$ cat config.mk
export PLATFORM = sky130hd
export DESIGN_NAME = gpio_pin_ctrl
export DESIGN_NICKNAME = d
export VERILOG_FILES = /design/src/rtl/gpio_pkg.sv /design/src/rtl/gpio_regstore.sv /design/src/rtl/gpio_readback.sv /design/src/rtl/gpio_edge_fsm.sv /design/src/rtl/gpio_pin_ctrl.sv
export SDC_FILE = /design/constraint.sdc
export NUM_CORES = 2
export LEC_CHECK = 0
export ABC_CLOCK_PERIOD_IN_PS = 6000
export BUFFER_PORTS_ARGS = -buffer_cell sky130_fd_sc_hd__buf_2
export CORE_ASPECT_RATIO = 0.9
export CORE_MARGIN = 2
export CORE_UTILIZATION = 50
export CTS_CLUSTER_DIAMETER = 50
export CTS_CLUSTER_SIZE = 28
export DETAILED_ROUTE_END_ITERATION = 10
export PLACE_DENSITY = 0.77
export RECOVER_POWER = 25
export SLEW_MARGIN = 20
export SYNTH_ARGS = -nofsm -noshare
export SYNTH_HDL_FRONTEND = slang
export SYNTH_SLANG_ARGS = --single-unit
export TNS_END_PERCENT = 50
$ cat constraint.sdc
create_clock -name clk -period 6 [get_ports clk]
set_input_delay 1.2 -clock clk [delete_from_list [all_inputs] [get_ports clk]]
set_output_delay 1.2 -clock clk [all_outputs]
set_load 0.03 [all_outputs]
$ cat src/rtl/gpio_pkg.sv
package gpio_pkg;
    // Word indices of the named registers
    localparam int PA_DOUT_W = 0;
    localparam int PA_DIN_W  = 1;
    localparam int PA_OE_W   = 2;
    localparam int PD_DOUT_W = 16;
    localparam int PD_DIN_W  = 17;
    localparam int PD_OE_W   = 18;

    // Bit positions decoded by neighbours
    localparam int FLASH_RDY_BIT = 7;
    localparam int SENSOR_DO_BIT = 4;
    localparam int ALE_BIT       = 6;
    localparam int CLE_BIT       = 5;
    localparam int CE_BIT        = 4;
    localparam int SCLK_BIT      = 1;
    localparam int SDAT_BIT      = 4;

    typedef enum logic {
        EV_IDLE = 1'b0,
        EV_EMIT = 1'b1
    } ev_state_e;

    typedef enum logic {
        RD_IDLE = 1'b0,
        RD_RESP = 1'b1
    } rd_state_e;
endpackage

$ cat src/rtl/gpio_regstore.sv
module gpio_regstore
    import gpio_pkg::*;
#(
    parameter int DATA_W    = 32,
    parameter int NUM_WORDS = 23,
    parameter int IDX_W     = 6
) (
    input  logic              clk,
    input  logic              rst_n,
    input  logic              wr_en,
    input  logic [IDX_W-1:0]  wr_idx,
    input  logic [DATA_W-1:0] wr_data,
    output logic [DATA_W-1:0] words [NUM_WORDS]
);
    // Input-view words hold no storage; every other word is a register.
    for (genvar i = 0; i < NUM_WORDS; i++) begin : g_word
        if (i == PA_DIN_W || i == PD_DIN_W) begin : g_view
            assign words[i] = '0;
        end else begin : g_store
            logic [DATA_W-1:0] q;
            always_ff @(posedge clk) begin
                if (!rst_n) begin
                    q <= '0;
                end else if (wr_en && wr_idx == IDX_W'(i)) begin
                    q <= wr_data;
                end
            end
            assign words[i] = q;
        end
    end
endmodule

$ cat src/rtl/gpio_readback.sv
module gpio_readback
    import gpio_pkg::*;
#(
    parameter int DATA_W    = 32,
    parameter int NUM_WORDS = 23,
    parameter int IDX_W     = 6
) (
    input  logic              clk,
    input  logic              rst_n,
    input  logic              rd_req,
    input  logic              rd_in_window,
    input  logic [IDX_W-1:0]  rd_idx,
    input  logic [DATA_W-1:0] words [NUM_WORDS],
    input  logic              flash_ready,
    input  logic              sensor_sdo,
    output logic [DATA_W-1:0] rdata,
    output logic              rvalid
);
    rd_state_e         state_q, state_d;
    logic [DATA_W-1:0] plain;
    logic [DATA_W-1:0] pins_a, pins_d;
    logic [DATA_W-1:0] composed;
    logic [DATA_W-1:0] rdata_q;

    always_comb begin
        plain = '0;
        for (int i = 0; i < NUM_WORDS; i++) begin
            if (rd_idx == IDX_W'(i)) begin
                plain = words[i];
            end
        end
    end

    always_comb begin
        pins_a = '0;
        pins_d = '0;
        pins_a[FLASH_RDY_BIT] = flash_ready;
        pins_d[SENSOR_DO_BIT] = sensor_sdo;
    end

    always_comb begin
        if (!rd_in_window) begin
            composed = '0;
        end else if (rd_idx == IDX_W'(PA_DIN_W)) begin
            composed = (words[PA_DOUT_W] & words[PA_OE_W]) | pins_a;
        end else if (rd_idx == IDX_W'(PD_DIN_W)) begin
            composed = (words[PD_DOUT_W] & words[PD_OE_W]) | pins_d;
        end else begin
            composed = plain;
        end
    end

    // Next-state logic
    always_comb begin
        state_d = state_q;
        unique case (state_q)
            RD_IDLE: state_d = rd_req ? RD_RESP : RD_IDLE;
            RD_RESP: state_d = rd_req ? RD_RESP : RD_IDLE;
            default: state_d = RD_IDLE;
        endcase
    end

    // State register and data capture
    always_ff @(posedge clk) begin
        if (!rst_n) begin
            state_q <= RD_IDLE;
            rdata_q <= '0;
        end else begin
            state_q <= state_d;
            if (rd_req) begin
                rdata_q <= composed;
            end
        end
    end

    // Outputs
    always_comb begin
        rvalid = (state_q == RD_RESP);
        rdata  = rdata_q;
    end
endmodule

$ cat src/rtl/gpio_edge_fsm.sv
module gpio_edge_fsm
    import gpio_pkg::*;
(
    input  logic clk,
    input  logic rst_n,
    input  logic wr_clkreg,
    input  logic old_level,
    input  logic new_level,
    input  logic new_data,
    output logic evt_valid,
    output logic evt_level,
    output logic evt_data
);
    ev_state_e state_q, state_d;
    logic      toggle;
    logic      level_q, data_q;

    assign toggle = wr_clkreg && (new_level != old_level);

    // Next-state logic
    always_comb begin
        state_d = state_q;
        unique case (state_q)
            EV_IDLE: state_d = toggle ? EV_EMIT : EV_IDLE;
            EV_EMIT: state_d = toggle ? EV_EMIT : EV_IDLE;
            default: state_d = EV_IDLE;
        endcase
    end

    // State register and payload capture
    always_ff @(posedge clk) begin
        if (!rst_n) begin
            state_q <= EV_IDLE;
            level_q <= 1'b0;
            data_q  <= 1'b0;
        end else begin
            state_q <= state_d;
            if (toggle) begin
                level_q <= new_level;
                data_q  <= new_data;
            end
        end
    end

    // Outputs
    always_comb begin
        evt_valid = (state_q == EV_EMIT);
        evt_level = evt_valid & level_q;
        evt_data  = evt_valid & data_q;
    end
endmodule

$ cat src/rtl/gpio_pin_ctrl.sv
module gpio_pin_ctrl
    import gpio_pkg::*;
#(
    parameter int ADDR_W       = 8,
    parameter int DATA_W       = 32,
    parameter int WINDOW_BYTES = 92
) (
    input  logic                clk,
    input  logic                rst_n,
    input  logic                bus_req,
    input  logic                bus_we,
    input  logic [ADDR_W-1:0]   bus_addr,
    input  logic [DATA_W/8-1:0] bus_be,
    input  logic [DATA_W-1:0]   bus_wdata,
    output logic [DATA_W-1:0]   bus_rdata,
    output logic                bus_rvalid,
    output logic [DATA_W-1:0]   pa_dout,
    output logic [DATA_W-1:0]   pa_oe,
    output logic [DATA_W-1:0]   pd_dout,
    output logic [DATA_W-1:0]   pd_oe,
    input  logic                flash_ready_i,
    input  logic                sensor_sdo_i,
    output logic                flash_ale_o,
    output logic                flash_cle_o,
    output logic                flash_ce_o,
    output logic                sclk_evt_valid,
    output logic                sclk_evt_level,
    output logic                sclk_evt_data
);
    localparam int IDX_W     = ADDR_W - 2;
    localparam int NUM_WORDS = WINDOW_BYTES / 4;

    logic [IDX_W-1:0]  idx;
    logic              in_window;
    logic              wr_ok;
    logic              rd_req;
    logic              wr_clkreg;
    logic [DATA_W-1:0] words [NUM_WORDS];

    assign idx       = bus_addr[ADDR_W-1:2];
    assign in_window = int'(bus_addr) < WINDOW_BYTES;
    assign wr_ok     = bus_req && bus_we && (bus_be == '1) && in_window;
    assign rd_req    = bus_req && !bus_we;
    assign wr_clkreg = wr_ok && (idx == IDX_W'(PD_DOUT_W));

    gpio_regstore #(
        .DATA_W    (DATA_W),
        .NUM_WORDS (NUM_WORDS),
        .IDX_W     (IDX_W)
    ) u_store (
        .clk     (clk),
        .rst_n   (rst_n),
        .wr_en   (wr_ok),
        .wr_idx  (idx),
        .wr_data (bus_wdata),
        .words   (words)
    );

    gpio_readback #(
        .DATA_W    (DATA_W),
        .NUM_WORDS (NUM_WORDS),
        .IDX_W     (IDX_W)
    ) u_read (
        .clk          (clk),
        .rst_n        (rst_n),
        .rd_req       (rd_req),
        .rd_in_window (in_window),
        .rd_idx       (idx),
        .words        (words),
        .flash_ready  (flash_ready_i),
        .sensor_sdo   (sensor_sdo_i),
        .rdata        (bus_rdata),
        .rvalid       (bus_rvalid)
    );

    gpio_edge_fsm u_edge (
        .clk       (clk),
        .rst_n     (rst_n),
        .wr_clkreg (wr_clkreg),
        .old_level (words[PD_DOUT_W][SCLK_BIT]),
        .new_level (bus_wdata[SCLK_BIT]),
        .new_data  (bus_wdata[SDAT_BIT]),
        .evt_valid (sclk_evt_valid),
        .evt_level (sclk_evt_level),
        .evt_data  (sclk_evt_data)
    );

    assign pa_dout     = words[PA_DOUT_W];
    assign pa_oe       = words[PA_OE_W];
    assign pd_dout     = words[PD_DOUT_W];
    assign pd_oe       = words[PD_OE_W];
    assign flash_ale_o = words[PA_DOUT_W][ALE_BIT];
    assign flash_cle_o = words[PA_DOUT_W][CLE_BIT];
    assign flash_ce_o  = words[PA_DOUT_W][CE_BIT];
endmodule

* Yosys cells after proc, flatten, opt, wreduce, memory -nomap -nowiden *
Cells that the tools add are included.

cells by class
  magnitude comparators = 1
  equality and inequality tests = 24
  multiplexer cells = 26
  bitwise logic cells = 6
  reductions and logical operators = 28

operators with widths
  kind                                                                  count
  32-bit two-way mux                                                    24
  32-bit AND                                                            2
  6-bit by 4-bit == test with 1-bit output, second input constant       8
  6-bit by 5-bit == test with 1-bit output, second input constant       7
  32-bit by 5-bit OR with 32-bit output                                 1
  32-bit by 8-bit OR with 32-bit output                                 1
  1-bit logical AND                                                     26
  6-bit by 3-bit == test with 1-bit output, second input constant       4
  6-bit by 2-bit == test with 1-bit output, second input constant       2
  8-bit by 7-bit < comparator with 1-bit output, second input constant  1
  6-bit by 1-bit == test with 1-bit output, second input constant       1
  6-bit zero test                                                       1
  4-bit == test, second input constant                                  1
  1-bit AND                                                             2
  1-bit two-way mux                                                     2
  1-bit zero test                                                       1
  1-bit != test                                                         1

storage, ports and cells
  flip-flop bits (word level) = 708
  input bits = 50
  output and inout port bits = 167

* Logic depth before layout (Yosys ltp) *
  depth in word-level cells = 25
  depth in mapped cells = 10

* Hierarchy *
Synthesis repeated with hierarchy kept, for this count alone.

unflattened totals
  cell total of the unflattened synthesis = 3473
  area total of the unflattened synthesis = 31909.4 um2

by module, submodules not included
  module         instances  cells an instance  area each (um2)  seq. area each (um2)
  gpio_regstore  1          2360               24473.5          13452.9
  gpio_readback  1          1085               7213.2           660.6
  gpio_edge_fsm  1          17                 136.4            60.1
  gpio_pin_ctrl  1          11                 86.3             0.0

* Worst setup path before layout *
OpenSTA, ideal clock, no wires.

  path type = input -> register
  start = input bus_addr[5]
  end = register u_read.rdata_q[10], in the netlist u_read.rdata[10]
  setup time = 0.118 ns
  arrival time = 2.914 ns
  data required time = 5.882 ns
  setup slack = 2.969 ns
  stages on the path = 8
  path buffers = 2
  path through = buf_4 nor4b_1 clkbuf_1 and3_1 a2111oi_0 nand3_1 or4_1 o2111a_1

between the ends
  longest elaborated chain between the ends = 25
  elaborated cells on any way between the ends = 48
  those cells by class = order compare: 1; eq/ne: 22; mux: 24; reduce/logical: 1

ends and longest elaborated chain
  element                            line                 RTL
  start: declaration                 gpio_pin_ctrl.sv:12  input logic [ADDR_W-1:0] bus_addr,
  6-bit zero test                    gpio_readback.sv:28  if (rd_idx == IDX_W'(i)) begin
  32-bit two-way mux (21 in series)  gpio_readback.sv:28
  32-bit two-way mux                 gpio_readback.sv:46  end else if (rd_idx == IDX_W'(PD_DIN_W)) begin
  32-bit two-way mux                 gpio_readback.sv:44  end else if (rd_idx == IDX_W'(PA_DIN_W)) begin
  32-bit two-way mux (*)             gpio_readback.sv:42  if (!rd_in_window) begin
  end signal: assignment             gpio_readback.sv:71  rdata_q <= composed;
  end: declaration                   gpio_readback.sv:23  logic [DATA_W-1:0] rdata_q;

Every way passes the cells marked *; elsewhere a longest branch is shown, timed or not.
A chain may end at the register's enable or synchronous reset.

* Worst setup path in the final report *
  start = input bus_addr[3]
  end = register u_read.rdata_q[15], in the netlist u_read.rdata[15]

The elaborated chain is that of the path after synthesis.

==> flow_metrics.py <==
metrics = {
    "final_layout": {
        "nFillCells": 6091,
        "nets": 4180,
        "area_growth_pct": 7.38,
        "drive_above_1_share_pct": 7.89,
        "stdcell_area_um2": 33800,
        "multi_input_area_um2": 14900,
        "finalNonFillerCells": 5020,
        "register_area_um2": 14200,
    },
    "critical_path": {
        "critPathKind": "primary input to flop",
        "path_cells": "clkbuf_2 -> nor2b_2 -> nand2_2 -> a21oi_1 -> o21ai_0 -> nand2_1 -> a21oi_1",
        "path_delay_family": "simple AND/OR/NAND/NOR gates",
        "critPathCaptureType": "flop",
        "cp_common_cell": "a21oi_1",
        "critPathLaunchType": "primary input",
        "worstPathMaxFanout": 45,
        "crit_slowest_cell": "a21oi_1",
        "critPathMaxStageDelay_ns": 1.16,
        "worstPathArrival_ns": 5.31,
        "crit_required_ns": 6.53,
        "worst-path-buf-inv": 1,
    },
    "synth": {
        "synth.top_cell.area_share_pct": 45.0,
        "synth_top_cell_by_area": "dfxtp_1",
        "synth_seq_area_share_pct": 45.0,
        "synth_ff_type": "dfxtp_1",
        "syn-num-nets": 4303,
        "synth-seq-cells": 708,
        "ys_async_sr_fraction_pct": 0,
        "yosys.cell_types.count": 78,
        "synth.area.top_cells": "dfxtp_1, nand2_1, a21oi_1",
        "avgSynthCellArea_um2": 7.40,
        "netlist_area_um2": 31500,
        "syn_inst": 4253,
        "synth_edf_count": 0,
        "yosysWarnings": 0,
    },
    "clocking": {
        "ctsResizeCount": 0,
        "cts_tree": "yes",
        "cts_hold_buffers": 0,
        "cts_buffers": 49,
        "clock_latency_ns": 0.67,
        "htree_levels": 2,
        "cts_buffer_depth": 3,
        "clock_sinks": 708,
        "clk_pin_slew_ns": 0.09,
        "cts_root_buf": "clkbuf_16",
        "cts_setup_buffers": 0,
    },
    "drt": {
        "via_per_inst": 6.52,
        "first_pass_iters": 7,
        "drcViolationCount": 0,
        "num_vias": 32700,
        "drtIter0Drc": 5937,
        "wirelength_um": 131000,
        "wl_per_cell_um": 26.1,
        "drtAntennaViolNets": 0,
    },
    "power": {
        "p_leak_nw": 11.0,
        "ir_worst_vdd_mv": 0.233,
        "finalPower_mw": 9.00,
        "p_per_area_nw_per_um2": 266,
    },
    "timing": {
        "final.min_clock_period_ns": 4.78,
        "hold_viol": 0,
        "holdWs_ns": 0.456,
        "report.final.setup_viol": 0,
        "maxSlewHeadroom_pct": -37.5,
        "tns_ns": 0,
        "rsz0062_at_grt": "false",
        "drv_slew": 112,
        "worst_pin_slew_ns": 2.06,
        "layout_worst_path_cycle_share_pct": 79.6,
        "clock_skew_ns": 0.0299,
        "fmax_ghz": 0.209,
    },
    "die": {
        "die_y_um": 242,
        "io_pins": 217,
        "dieArea_um2": 65000,
        "fp.dieW_um": 268,
        "start_util_pct": 50.4,
        "core_um2": 62500,
        "num_rows": 87,
    },
    "placed_design": {
        "place_congestion": 1.02,
        "place_inst": 4924,
        "hpwl_um": 83700,
        "post_dp_cell_area_um2": 32200,
        "portBuffers": 214,
    },
    "grt": {
        "antenna_found_initial": 11,
        "track_usage_pct": 38.7,
        "grt_max_degree": 227,
        "globalRouteOverflowTotal": 0,
        "grt_pass1_vias": 29500,
        "grt_pass1_wl_um": 189000,
    },
    "run_status": {
        "outcome": "complete, but fails checks",
        "violations": "max-capacitance violations, max-slew violations",
    },
    "flow_run": {
        "maxCapViolCount": 3,
    },
    "min_path": {
        "hold_path_class": "flop to flop",
    },
}
## area by class of cell
| class | instances | share of cell area (%) |
|---|---|---|
| inverter | 7 | 0.100 |
| sequential | 708 | 41.9 |
| clock buffer | 52 | 3.79 |
| antenna | 4 | 0.0296 |
| timing repair buffer | 337 | 5.42 |
| tap | 845 | 3.13 |
| clock inverter | 40 | 1.61 |
| multi-input combinational | 3027 | 44.0 |
## synthesized netlist by cell type, drive strengths merged, types with 4 or more instances
| library cell | n |
|---|---|
| dfxtp | 708 |
| a221oi | 26 |
| and3 | 33 |
| o2bb2ai | 6 |
| buf | 266 |
| nor3 | 17 |
| o22a | 4 |
| inv | 7 |
| mux2i | 25 |
| nand2 | 1499 |
| mux2 | 9 |
| a32oi | 9 |
| a2111oi | 11 |
| nor2 | 104 |
| a21o | 6 |
| nand2b | 8 |
| a31oi | 14 |
| a221o | 10 |
| or4 | 7 |
| clkbuf | 245 |
| o22ai | 18 |
| o21a | 4 |
| o221ai | 11 |
| a21oi | 782 |
| o21ai | 85 |
| o31ai | 6 |
| nor4 | 4 |
| nand3 | 60 |
| nand4 | 26 |
| a222oi | 21 |
| a22oi | 116 |
| a211oi | 19 |
| o2111a | 6 |
| a211o | 5 |
| o211ai | 19 |
## report_power, final
group | internal [mW] | switching (mW)
Clock | 1.78 | 2.09
Sequential | 4.70 | 0.00128
Combinational | 0.0744 | 0.355
## registers in the layout, indices dropped and copies added, names as in the netlist
register	count
u_edge.evt_valid	1
u_edge.level_q	1
u_read.rvalid	1
u_read.rdata	32
u_store.g_word.g_store.q	672
u_edge.data_q	1
## cell usage in the layout, fill, tap and decap left out, types with 51 or more instances in the layout
cell	n
nand2_1	1495
buf_4	118
nand3_1	60
nor2_1	70
a22oi_1	116
o21ai_0	83
a21oi_1	782
dfxtp_1	708
clkbuf_1	170
clkbuf_16	51
## worst reg2reg max path, stage by stage (launching register included)
cell       delay [ns]
dfxtp_1          0.33
and3_1           0.13
a2111oi_0        0.63
nand3_1          0.13
or4_1            0.57
o2111a_1         0.17
## cells by family (layout without fill, tap and decap cells)
logic type | Yosys count | in the layout | share of synthesized area [%]
and+or+nand+nor | 1785 | 1785 | 22.9
other | 0 | 4 | 0
xor gates and xnor gates | 1 | 1 | 0.0278
DFF | 708 | 708 | 45.0
muxes | 37 | 37 | 1.33
buffers and inverters | 518 | 436 | 8.25
AOI/OAI and AO/OA | 1204 | 1204 | 22.4
## worst paths after layout
path / startpoint / end / slack [ns] / cells after the start
setup / recovery: bus_addr[3] / u_read.rdata[15]$_SDFFE_PN0P_ / 1.22 / 7
hold / removal: u_store.g_word[13].g_store.q[2]$_SDFFE_PN0P_ / u_store.g_word[13].g_store.q[2]$_SDFFE_PN0P_ / 0.46 / 2
setup reg to reg: u_store.g_word[9].g_store.q[27]$_SDFFE_PN0P_ / u_read.rdata[27]$_SDFFE_PN0P_ / 3.93 / 5
hold reg to reg: u_store.g_word[13].g_store.q[2]$_SDFFE_PN0P_ / u_store.g_word[13].g_store.q[2]$_SDFFE_PN0P_ / 0.46 / 2
## routing by layer
layer	wire length, um	vias up	part of all wire [%]	global-route usage, %
met5	93	-	0.071	0
met4	11000	14	8.4	27.5
met3	20400	728	16	11.8
met2	54100	2720	41	55.4
met1	45200	15200	35	49.3
li1	-	14100	-	-
## stage by stage
stage | worst slack, ns | utilization, %
floorplan | 2.97 | -
global placement | 1.59 | 51.5
detailed placement | 1.57 | 51.5
CTS | 2.19 | 54.4
global route | 1.26 | 54.1
finish | 1.22 | 54.1
No activity file was read; power rests on OpenSTA's default activity.
